$ cat config.mk
export PLATFORM = sky130hd
export DESIGN_NAME = quad_tone_gen
export DESIGN_NICKNAME = d
export VERILOG_FILES = /design/src/rtl/tone_pkg.sv /design/src/rtl/tone_ctrl.sv /design/src/rtl/tone_channel.sv /design/src/rtl/tone_datapath.sv /design/src/rtl/quad_tone_gen.sv
export SDC_FILE = /design/constraint.sdc
export NUM_CORES = 1
export LEC_CHECK = 0
export CORE_MARGIN = 2
export CORE_UTILIZATION = 55
export DETAILED_ROUTE_END_ITERATION = 10
export PLACE_DENSITY_LB_ADDON = 0.08
export SYNTH_ARGS = -nofsm -noshare
export SYNTH_HDL_FRONTEND = slang
export SYNTH_HIERARCHICAL = 1
export SYNTH_SLANG_ARGS = --single-unit
$ cat constraint.sdc
create_clock -name clk -period 8.01 [get_ports clk]
set_input_delay 2.0025 -clock clk [delete_from_list [all_inputs] [get_ports clk]]
set_output_delay 2.0025 -clock clk [all_outputs]
set_load 0.005 [all_outputs]
$ cat src/rtl/tone_pkg.sv
package tone_pkg;
  localparam int TONE_CH  = 4;   // number of channels
  localparam int TONE_CW  = 16;  // counter / period width
  localparam int TONE_VW  = 4;   // volume width
  localparam int TONE_AW  = 8;   // port address width
  localparam int TONE_DW  = 16;  // port data width
  localparam int TONE_VP  = TONE_CH / 2;  // volume ports, two channels each
  localparam int TONE_FREQ_BASE = 4;
  localparam int TONE_VOL_BASE  = 8;

  typedef struct packed {
    logic [TONE_CH-1:0] freqWe;
    logic [TONE_VP-1:0] volWe;
    logic [TONE_DW-1:0] data;
  } tone_strobe_t;
endpackage

$ cat src/rtl/tone_ctrl.sv
module tone_ctrl
  import tone_pkg::*;
#(
  parameter int NUM_CH    = TONE_CH,
  parameter int ADDR_W    = TONE_AW,
  parameter int DATA_W    = TONE_DW,
  parameter int FREQ_BASE = TONE_FREQ_BASE,
  parameter int VOL_BASE  = TONE_VOL_BASE
) (
  input  logic              clk,
  input  logic              rstN,
  input  logic              wrEn,
  input  logic [ADDR_W-1:0] wrAddr,
  input  logic [DATA_W-1:0] wrData,
  output tone_strobe_t      strobe
);
  localparam int NUM_VP = NUM_CH / 2;

  logic [NUM_CH-1:0] freqHit;
  logic [NUM_VP-1:0] volHit;

  genvar gc;
  generate
    for (gc = 0; gc < NUM_CH; gc++) begin : g_freq
      assign freqHit[gc] = wrEn && (wrAddr == ADDR_W'(FREQ_BASE + gc));
    end
    for (gc = 0; gc < NUM_VP; gc++) begin : g_vol
      assign volHit[gc] = wrEn && (wrAddr == ADDR_W'(VOL_BASE + gc));
    end
  endgenerate

  always_comb begin
    strobe        = '0;
    strobe.freqWe = freqHit;
    strobe.volWe  = volHit;
    strobe.data   = wrData;
  end

  // a write outside the mapped window raises no strobe
  a_r9_unmapped_quiet: assert property (@(posedge clk) disable iff (!rstN)
    (wrEn && (int'(wrAddr) < FREQ_BASE || int'(wrAddr) >= VOL_BASE + NUM_VP))
      |-> (strobe.freqWe == '0 && strobe.volWe == '0));

  // at most one register is targeted per write
  a_r2_single_target: assert property (@(posedge clk) disable iff (!rstN)
    $onehot0({strobe.freqWe, strobe.volWe}));
endmodule

$ cat src/rtl/tone_channel.sv
module tone_channel #(
  parameter int CNT_W = 16
) (
  input  logic             clk,
  input  logic             rstN,
  input  logic             tickEn,
  input  logic             freqWe,
  input  logic [CNT_W-1:0] freqData,
  output logic             posOut
);
  logic [CNT_W-1:0] freqQ;
  logic [CNT_W-1:0] cntQ;
  logic             posQ;
  logic [CNT_W-1:0] cntNext;
  logic             posNext;

  always_comb begin
    cntNext = cntQ;
    posNext = posQ;
    if (tickEn) begin
      if (cntQ == '0) begin
        cntNext = freqQ;
      end else begin
        cntNext = cntQ - 1'b1;
        if (cntQ == CNT_W'(1)) posNext = ~posQ;
      end
    end
    if (freqQ == '0) posNext = 1'b1;
  end

  always_ff @(posedge clk or negedge rstN) begin
    if (!rstN) begin
      freqQ <= '0;
      cntQ  <= '0;
      posQ  <= 1'b1;
    end else begin
      cntQ <= cntNext;
      posQ <= posNext;
      if (freqWe) freqQ <= freqData;
    end
  end

  assign posOut = posQ;

  // a zero counter reloads from the period held on that clock
  a_r3_reload: assert property (@(posedge clk) disable iff (!rstN)
    (tickEn && cntQ == '0) |=> (cntQ == $past(freqQ)));

  // level flips on the 1-to-0 step of an active channel
  a_r4_flip: assert property (@(posedge clk) disable iff (!rstN)
    (tickEn && cntQ == CNT_W'(1) && freqQ != '0) |=> (posQ != $past(posQ)));

  // a zero period parks the level high
  a_r5_park_high: assert property (@(posedge clk) disable iff (!rstN)
    (freqQ == '0) |=> posQ);

  // no stepping without the enable
  a_r6_frozen: assert property (@(posedge clk) disable iff (!rstN)
    (!tickEn && freqQ != '0) |=> ($stable(cntQ) && $stable(posQ)));

  // a period write lands in the register
  a_r2_freq_load: assert property (@(posedge clk) disable iff (!rstN)
    freqWe |=> (freqQ == $past(freqData)));
endmodule

$ cat src/rtl/tone_datapath.sv
module tone_datapath
  import tone_pkg::*;
#(
  parameter int NUM_CH = TONE_CH,
  parameter int CNT_W  = TONE_CW,
  parameter int VOL_W  = TONE_VW,
  parameter int MIX_W  = TONE_VW + $clog2(TONE_CH)
) (
  input  logic               clk,
  input  logic               rstN,
  input  logic               tickEn,
  input  tone_strobe_t       strobe,
  output logic [NUM_CH-1:0]  chanPos,
  output logic [MIX_W-1:0]   mixOut
);
  localparam int NUM_VP = NUM_CH / 2;

  logic [VOL_W-1:0] volQ [NUM_CH];
  logic [MIX_W-1:0] mixSum;

  genvar gc;
  generate
    for (gc = 0; gc < NUM_CH; gc++) begin : g_chan
      tone_channel #(.CNT_W(CNT_W)) u_chan (
        .clk     (clk),
        .rstN    (rstN),
        .tickEn  (tickEn),
        .freqWe  (strobe.freqWe[gc]),
        .freqData(strobe.data[CNT_W-1:0]),
        .posOut  (chanPos[gc])
      );
    end

    for (gc = 0; gc < NUM_VP; gc++) begin : g_volreg
      always_ff @(posedge clk or negedge rstN) begin
        if (!rstN) begin
          volQ[2*gc]   <= '0;
          volQ[2*gc+1] <= '0;
        end else if (strobe.volWe[gc]) begin
          volQ[2*gc]   <= strobe.data[VOL_W-1:0];
          volQ[2*gc+1] <= strobe.data[2*VOL_W-1:VOL_W];
        end
      end
    end
  endgenerate

  always_comb begin
    mixSum = '0;
    for (int i = 0; i < NUM_CH; i++) begin
      if (chanPos[i]) mixSum = mixSum + MIX_W'(volQ[i]);
    end
  end

  assign mixOut = mixSum;

  // lower nibble of a pair-port write reaches the even channel
  a_r7_vol_low: assert property (@(posedge clk) disable iff (!rstN)
    strobe.volWe[0] |=> (volQ[0] == $past(strobe.data[VOL_W-1:0])));

  // all channels low means silence
  a_r8_silent: assert property (@(posedge clk) disable iff (!rstN)
    (chanPos == '0) |-> (mixOut == '0));
endmodule

$ cat src/rtl/quad_tone_gen.sv
module quad_tone_gen
  import tone_pkg::*;
(
  input  logic         clk,
  input  logic         rstN,
  input  logic         tickEn,
  input  logic         wrEn,
  input  logic [7:0]   wrAddr,
  input  logic [15:0]  wrData,
  output logic [3:0]   chanPos,
  output logic [5:0]   mixOut
);
  tone_strobe_t strobe;

  tone_ctrl u_ctrl (
    .clk   (clk),
    .rstN  (rstN),
    .wrEn  (wrEn),
    .wrAddr(wrAddr),
    .wrData(wrData),
    .strobe(strobe)
  );

  tone_datapath u_dp (
    .clk    (clk),
    .rstN   (rstN),
    .tickEn (tickEn),
    .strobe (strobe),
    .chanPos(chanPos),
    .mixOut (mixOut)
  );
endmodule

Word-level counts from Yosys, hierarchy flattened

Index checks and enable logic that the tools add are counted.
W data, S select, Z words.

Flip-flop bits (word level): 148
Word-level logic and storage cells: 91
Input port bits: 28

Reduce and logical (&&, ||, !) cells: 26
Bitwise operators: 4
Equal/unequal tests: 14
$add $sub $neg: 7
Multiplexer cells: 24

Operator list:

| operator                | count |
|---|---|
| $logic_not A16 Y1       | 8 |
| $eq A16 B1 Y1 const B   | 4 |
| $mux W16                | 4 |
| $sub A16 B1 Y16 const B | 4 |
| $eq A8 B3 Y1 const B    | 4 |
| $mux W6                 | 3 |
| $eq A8 B4 Y1 const B    | 2 |
| $mux W1                 | 16 |
| $reduce_bool A2 Y1      | 8 |
| $add A6 B4 Y6           | 2 |
| $reduce_and A3 Y1       | 4 |
| $ne A2 B1 Y1 const B    | 4 |
| $logic_and A1 B1 Y1     | 6 |
| $add A4 B4 Y5           | 1 |
| $mux W4                 | 1 |
| $not A1 Y1              | 4 |

Logic depth before layout (Yosys ltp)

Gate-level depths: netlist of the first run.

Depth in word-level cells: 7
Mapped depth: 17

Modules after synthesis

Netlist of the first run, hierarchy kept.

By module, submodules not included:

| module        | cells each | area each (um^2) | sequential area each (um^2) | instances |
|---|---|---|---|---|
| tone_channel  | 173        | 1809.2           | 827.0                       | 4 |
| tone_datapath | 132        | 1345.0           | 400.4                       | 1 |
| tone_ctrl     | 28         | 217.7            | 0.0                         | 1 |

Worst setup path after synthesis of the first run

Ideal clock, no wire load.

Path kind: register -> output
Start point: register u_dp.g_chan[0].u_chan.posQ
End point: output mixOut[5]
Required time: 6.008 ns
Slack: 2.290 ns
Arrival time: 3.718 ns
Buffers on the path: 0
Cell stages (with the launch flop): 18
Path through: dfstp_2 and2_4 ha_1 inv_1 fa_1 xnor2_1 and3_1 or2_2 ha_1 nand3_1 and3_1 o21ai_0 nand2_1 ha_1 nand3_1 o211ai_1 a211o_1 nand3_1

Word-level cells in the longest chain between the ends: 7

RTL lines:

| element                | RTL line            | text |
|---|---|---|
| start, declared        | tone_channel.sv:13  | `logic posQ;` |
| start signal, assigned | tone_channel.sv:38  | `posQ <= posNext;` |
| $mux W4 *              | tone_datapath.sv:50 | `if (chanPos[i]) mixSum = mixSum + MIX_W'(volQ[i]);` |
| $add A4 B4 Y5          | tone_datapath.sv:50 |  |
| $mux W6 *              | tone_datapath.sv:50 |  |
| $add A6 B4 Y6          | tone_datapath.sv:50 |  |
| $mux W6 *              | tone_datapath.sv:50 |  |
| $add A6 B4 Y6          | tone_datapath.sv:50 |  |
| $mux W6 *              | tone_datapath.sv:50 |  |
| end, declared          | quad_tone_gen.sv:11 | `output logic [5:0] mixOut` |

Mark *: on every way between the ends. The rest lies on a longest branch, timed or not.

Final worst setup path of the first run

Ends and elaborated chain as after synthesis.

==> flow_summary.toml, run 1 <==
[status]
status = "finished, final reports clean"

[pwr]
p_sw_share_pct = 29.8
clkPwrFrac_pct = 37.2
power-per-cell-area_mw_per_mm2 = 218
power_switching_mw = 0.632
peakVddDrop_v = 0.000147
seqPwrFrac_pct = 44.7
leakage_nw = 4.26
combPwrFrac_pct = 18.0
p_int_mw = 1.49

[timing]
slew_viol_final = 0
rsz0062_at_grt = "no"
holdWs_ns = 0.510
finalCriticalPeriod_ns = 7.22
setup-tns-final_ns = 0
setup_slack_ns = 0.787
hold_violations = 0
relSlewSlack_pct = 21.6
fmax_mhz = 138
tightest_slew_ns = 1.17
setup-violations-final = 0
post-route-period-util_pct = 90.2
finalClockSkew_ns = 0.00734

[floorplanning]
design.die.area_mm2 = 0.0170
num_io_pins = 38
coreArea_mm2 = 0.0158
die_h_um = 130
initial_core_util_pct = 55.8
num_rows = 46
dieWidth_um = 130

[global_routing]
grt_pass1_vias = 6381
grt_pass1_wl_mm = 33.5
grt_max_degree = 87
gr-usage-all-layers_pct = 25.4
overflow = 0
antenna_found_initial = 0

[routing]
dr_total_vias = 6693
drtIter0Drc = 434
viasPerCell = 6.19
remaining_drc_errors = 0
wl_per_cell_um = 19.0
wirelength_mm = 20.5
ant_nets = 0
firstDrtPassIters = 5

[worst_setup_path]
critPathKind = "flop to output pin"
startpoint = "u_dp/g_chan[0].u_chan/posOut"
r2r_slack_ns = 5.56
required_ns = 6.01
rr_endpoint = "u_dp/g_chan[3].u_chan/cntQ[6]"
cp-start-kind = "flop"
cp.arrival_ns = 5.22
reg2reg_depth = 6
worstReg2RegStart = "u_dp/g_chan[3].u_chan/cntQ[0]"
endpoint = "mixOut[5]"
endpoint_kind = "output pin"
crit_fanout = 11

[cells_and_area]
n_antenna_cell = 0
stdcell_count = 1081
drive_above_1_share_pct = 19.3
nets = 907
area_growth_pct = 10.1

[yosys]
yosysMostFrequentCell = "dfrtp_1"
syn-cell-area_mm2 = 0.00880
avgSynthCellArea_um2 = 10.3
synth_ff_type = "dfrtp_1"
synthTopCellsByArea = "dfrtp_1 41%, mux2_2 8.6%, ha_1 3.4%"
synth-edff-count = 0
syn_nets = 907
ys_seq_area_share_pct = 42.1
yosys-top-cells-count = "144 x dfrtp_1, 67 x inv_1, 67 x mux2_2"
synthArstFlopShare_pct = 100
synth_top_area_cell = "dfrtp_1"
synth_warnings = 6
synth_top_area_share_pct = 40.9
ys_types = 66
ys_seq_elements = 148
synth_cells = 852

[clock_tree]
clkSinkCount = 148
clk_pin_slew_ns = 0.06
clock_tree.root_cell = "clkbuf_16"
h-tree-depth = 4
cts_hold_buf = 0
cts_tree = "built"
insertion_delay_ns = 0.42
cts_buffer_depth = 2
cts_setup_buffers = 0
cts-resized-gates = 0
cts_buffers = 17

[worst_hold_path]
hp-class = "flop to flop"
hp-start = "u_dp/volQ[13]"

[placement]
gp_congestion = 0.895
place_ws_ns = 1.34
numPortBuffers = 37
hpwlAfterDp_mm = 14.5
dp.cells = 1049

[run]
drv_cap = 0
==> critical path: stages (launching register included) <==
cell             delay [ns]
dfstp_2                0.63
and2_4                 0.18
ha_1                   0.15
inv_1                  0.06
fa_1                   0.43
xnor2_1                0.16
and3_1                 0.20
or2_2                  0.28
ha_1                   0.37
a21oi_1                0.11
and3_1                 0.19
o21ai_0                0.32
nand2_1                0.15
ha_1                   0.37
nand3_1                0.11
o211ai_1               0.14
a211o_1                0.33
nand3_1                0.09
clkdlybuf4s50_1        0.52
==> how the worst min path moves through the flow <==
stage          slack (ns)  cells past startpoint             to
2_1_floorplan        0.48                      1  u_dp/volQ[15]
3_3_place_gp         0.49                      1  u_dp/volQ[12]
3_5_place_dp         0.50                      1  u_dp/volQ[13]
4_1_cts              0.51                      1  u_dp/volQ[13]
5_1_grt              0.53                      1  u_dp/volQ[13]
6_report             0.51                      1  u_dp/volQ[13]
==> final cells by class <==
type                       instances  area, um2
multi-input combinational        575       4470
sequential                       148       3710
clock inverter                     9        105
clock buffer                      23        478
timing repair buffer              43        412
fill                            1296       6080
inverter                          67        251
tap                              216        270
==> power by group through the flow <==
stage	combinational (mW)	sequential, mW	clock (mW)
finish	0.382	0.947	0.788
global route	0.428	0.965	0.840
CTS	0.383	0.945	0.806
detailed placement	0.380	0.956	0
global placement	0.362	0.951	0
floorplan	0.340	0.897	0
==> logic make-up (layout without fill, tap and decap cells) <==
logic type	Yosys count	count (layout)	share of synthesized area [%]
simple gates	280	280	19.9
compound gates	175	175	14.8
flops	148	148	42.1
buf+inv	129	142	7.45
mux	88	88	11.1
fa+ha+maj	27	27	4.10
xor+xnor	5	5	0.498
==> sequential cells by signal (all words and copies together) (netlist names) <==
register,cells
u_dp/g_chan.u_chan/cntQ,64
u_dp/g_chan.u_chan/freqQ,64
u_dp/g_chan.u_chan/posOut,4
u_dp/volQ,16
==> layer usage <==
metal  routed length [um]  share of wire (%)  track usage, %
met4                  416                2.0            8.64
met1                 9460                 46            34.6
met2                 9870                 48            40.7
met5                    0                  0               0
met3                  805                3.9            5.09
==> cell usage in the layout (no fill, tap or decap), types with 8 or more instances in the layout <==
| cell type | n |
|---|---|
| nor2_1 | 32 |
| a2bb2oi_1 | 8 |
| mux2_2 | 67 |
| o31ai_1 | 9 |
| a22oi_1 | 25 |
| o21ai_2 | 8 |
| or3_1 | 9 |
| o22ai_2 | 8 |
| mux2i_1 | 18 |
| dfrtp_1 | 144 |
| a221oi_1 | 8 |
| ha_1 | 24 |
| or4_1 | 20 |
| nor3_1 | 23 |
| nor4_1 | 44 |
| a21oi_1 | 9 |
| nand4_1 | 12 |
| o21ai_0 | 45 |
| nand2_1 | 45 |
| inv_1 | 67 |
| clkdlybuf4s50_1 | 35 |
| nor3b_1 | 12 |
| o22ai_1 | 9 |
| nand3_1 | 31 |
| clkbuf_16 | 17 |
| a22o_1 | 8 |
==> through the flow <==
stage	cell area (um2)	total power, mW	utilization [%]
finish	9690	2.12	61.4
global route	9690	2.23	61.4
CTS	9690	2.13	61.4
detailed placement	9110	1.34	57.8
global placement	9110	1.31	57.8
floorplan	8800	1.24	-
Note: power is estimated with default switching activity, not from simulation.
==> inputs of run 2 (changes only) <==
ABC_AREA = 1   (was default)
==> run 2 against run 1 <==
Against the previous run: combinational power rose to 3.7 times the previous value; register-to-register slack better by 0.70 ns; routed wire length grew 10%; cell count grew 47%; power increased by 62%; sequential share of layout area shrank 3.3 points; largest cell class unchanged.
==> flow_summary.toml, run 2 <==
[timing]
relSlewSlack_pct = 24.1
setup-tns-final_ns = 0
tightest_slew_ns = 1.13
post-route-period-util_pct = 79.1
fmax_mhz = 158
rsz0062_at_grt = "no"
finalCriticalPeriod_ns = 6.34
finalClockSkew_ns = 0.00755
setup-violations-final = 0
slew_viol_final = 0
setup_slack_ns = 1.67
hold_violations = 0

[worst_setup_path]
crit_chain = "nand2_1, inv_1, ha_1, inv_1, fa_1, o21ai_2, inv_1, fa_1, o21ai_0, ha_1, nand3_1, nand3_1, nand2_1, nand2_1, nand2_1, o211ai_1, nand2_1, clkdlybuf4s50_1"
critPathKind = "flop to output pin"
required_ns = 6.01
cp_slowest_cell = "dfstp_2"
critPathMostFrequentCell = "nand2_1"
cp.arrival_ns = 4.33
startpoint = "u_dp/g_chan[0].u_chan/posOut"
worstReg2RegStart = "u_dp/g_chan[1].u_chan/cntQ[0]"
max_stage_delay_ns = 0.62
crit_fanout = 9
cp-start-kind = "flop"
endpoint_kind = "output pin"

[clock_tree]
cts_setup_buffers = 0
cts_hold_buf = 0
clkSinkCount = 148
insertion_delay_ns = 0.42
cts_buffer_depth = 2
h-tree-depth = 4
cts_tree = "built"
clk_pin_slew_ns = 0.06
cts-resized-gates = 0
clock_tree.root_cell = "clkbuf_16"
cts_buffers = 17

[yosys]
synth_top_area_share_pct = 37.5
synthArstFlopShare_pct = 100
synth_ff_type = "dfrtp_1"
syn-cell-area_mm2 = 0.00962
ys_types = 33
avgSynthCellArea_um2 = 7.14
syn_nets = 1402
synth_warnings = 6
ys_seq_elements = 148
yosys-top-cells-count = "425 x nand2_1, 186 x inv_1, 183 x nand3_1"
synth_cells = 1347
ys_seq_area_share_pct = 38.5
synth-edff-count = 0
yosysMostFrequentCell = "nand2_1"
synthTopCellsByArea = "dfrtp_1 37%, nand2_1 17%, nand3_1 9.5%"
synth_top_area_cell = "dfrtp_1"

[floorplanning]
num_io_pins = 38
die_h_um = 136
design.die.area_mm2 = 0.0186
initial_core_util_pct = 56.0
dieWidth_um = 136
num_rows = 48
coreArea_mm2 = 0.0172

[pwr]
leakage_nw = 5.57
power-per-cell-area_mw_per_mm2 = 323
peakVddDrop_v = 0.000192

[global_routing]
grt_pass1_wl_mm = 37.8
overflow = 0
grt_max_degree = 99
gr-usage-all-layers_pct = 25.7
antenna_found_initial = 0
grt_pass1_vias = 7546

[cells_and_area]
nets = 1411
fin_area_mm2 = 0.0106
multi_input_area_mm2 = 0.00486
area_growth_pct = 10.2
layout_common_cells = "425 x nand2_1, 186 x inv_1, 183 x nand3_1, 144 x dfrtp_1, 99 x o21ai_0"
fillerInstances = 1627
reg.largest.list = "u_dp/g_chan.u_chan/cntQ x64, u_dp/g_chan.u_chan/freqQ x64, u_dp/volQ x16"
seqCellArea_mm2 = 0.00371
utilization_pct = 61.7
final_common_cell = "nand2_1"
n_antenna_cell = 0
drive_above_1_share_pct = 9.20

[placement]
hpwlAfterDp_mm = 15.8
numPortBuffers = 37
place_area_mm2 = 0.00997
gp_congestion = 0.846
place_ws_ns = 2.17

[routing]
dr_total_vias = 8374
firstDrtPassIters = 5
wl_per_cell_um = 14.2
wirelength_mm = 22.6
drtIter0Drc = 791
remaining_drc_errors = 0
viasPerCell = 5.25
ant_nets = 0

[run]
drv_cap = 0

[worst_hold_path]
hp-start = "u_dp/volQ[12]"
hp-class = "flop to flop"

[status]
status = "finished, final reports clean"
-- run 2: kinds of logic (layout without fill, tap and decap cells) --
logic type / Yosys count / count (layout) / synth area share, %
buffers and inverters: 240 / 262 / 11.1
AOI/OAI and AO/OA: 115 / 115 / 6.26
and+or+nand+nor: 798 / 798 / 38.3
adders and majority gates: 27 / 27 / 3.75
xor gates and xnor gates: 6 / 6 / 0.546
DFF: 148 / 148 / 38.5
muxes: 13 / 13 / 1.52
-- run 2: where the power goes --
| part | switching [mW] | internal (mW) | total (mW) |
|---|---|---|---|
| sequential | 0.210 | 0.929 | 1.14 |
| combinational | 0.924 | 0.504 | 1.43 |
| clock | 0.322 | 0.537 | 0.859 |
-- run 2: metal layers --
| layer | GRT usage, % | vias up | routed length [um] |
|---|---|---|---|
| met4 | 4.80 | 0 | 123 |
| met2 | 39.1 | 195 | 10200 |
| met1 | 39.0 | 3890 | 11300 |
| met3 | 4.25 | 12 | 1050 |
| met5 | 0 | - | 0 |
| li1 | - | 4277 | - |
-- run 2: area by class of cell --
| cell class | instances | share of cell area (%) |
|---|---|---|
| Clock buffer | 19 | 4.27 |
| Clock inverter | 13 | 1.70 |
| Inverter | 186 | 6.58 |
| Multi-Input combinational cell | 959 | 45.9 |
| Sequential cell | 148 | 35.0 |
| Tap cell | 225 | 2.65 |
| Timing Repair Buffer | 44 | 3.95 |
-- run 2: per-stage QoR --
step | cells | power, mW | hold slack, ns
floorplan | 1347 | 2.25 | 0.481
global placement | 1562 | 2.53 | 0.492
detailed placement | 1562 | 2.56 | 0.498
CTS | 1594 | 3.44 | 0.512
global route | 1594 | 3.70 | 0.531
finish | 1594 | 3.43 | 0.509
-- run 2: worst max-delay path, delay by kind of cell, from the launching register on --
| kind | cells | cell delay (ns) |
|---|---|---|
| flops | 1 | 0.62 |
| buf+inv | 4 | 0.68 |
| compound gates | 3 | 0.65 |
| fa+ha+maj | 4 | 1.38 |
| simple gates | 7 | 0.57 |
-- run 2: final timing paths --
path / depth (start not counted) / endpoint / slack, ns
hold reg to reg: 1 / u_dp/volQ[12] / 0.51
min in group asynchronous: 1 / u_dp/g_chan[1].u_chan/cntQ[15] / 1.70
hold / removal: 1 / u_dp/volQ[12] / 0.51
max in group asynchronous: 2 / u_dp/g_chan[3].u_chan/cntQ[3] / 5.08
setup / recovery: 18 / mixOut[5] / 1.67
setup reg to reg: 9 / u_dp/g_chan[1].u_chan/cntQ[4] / 6.26
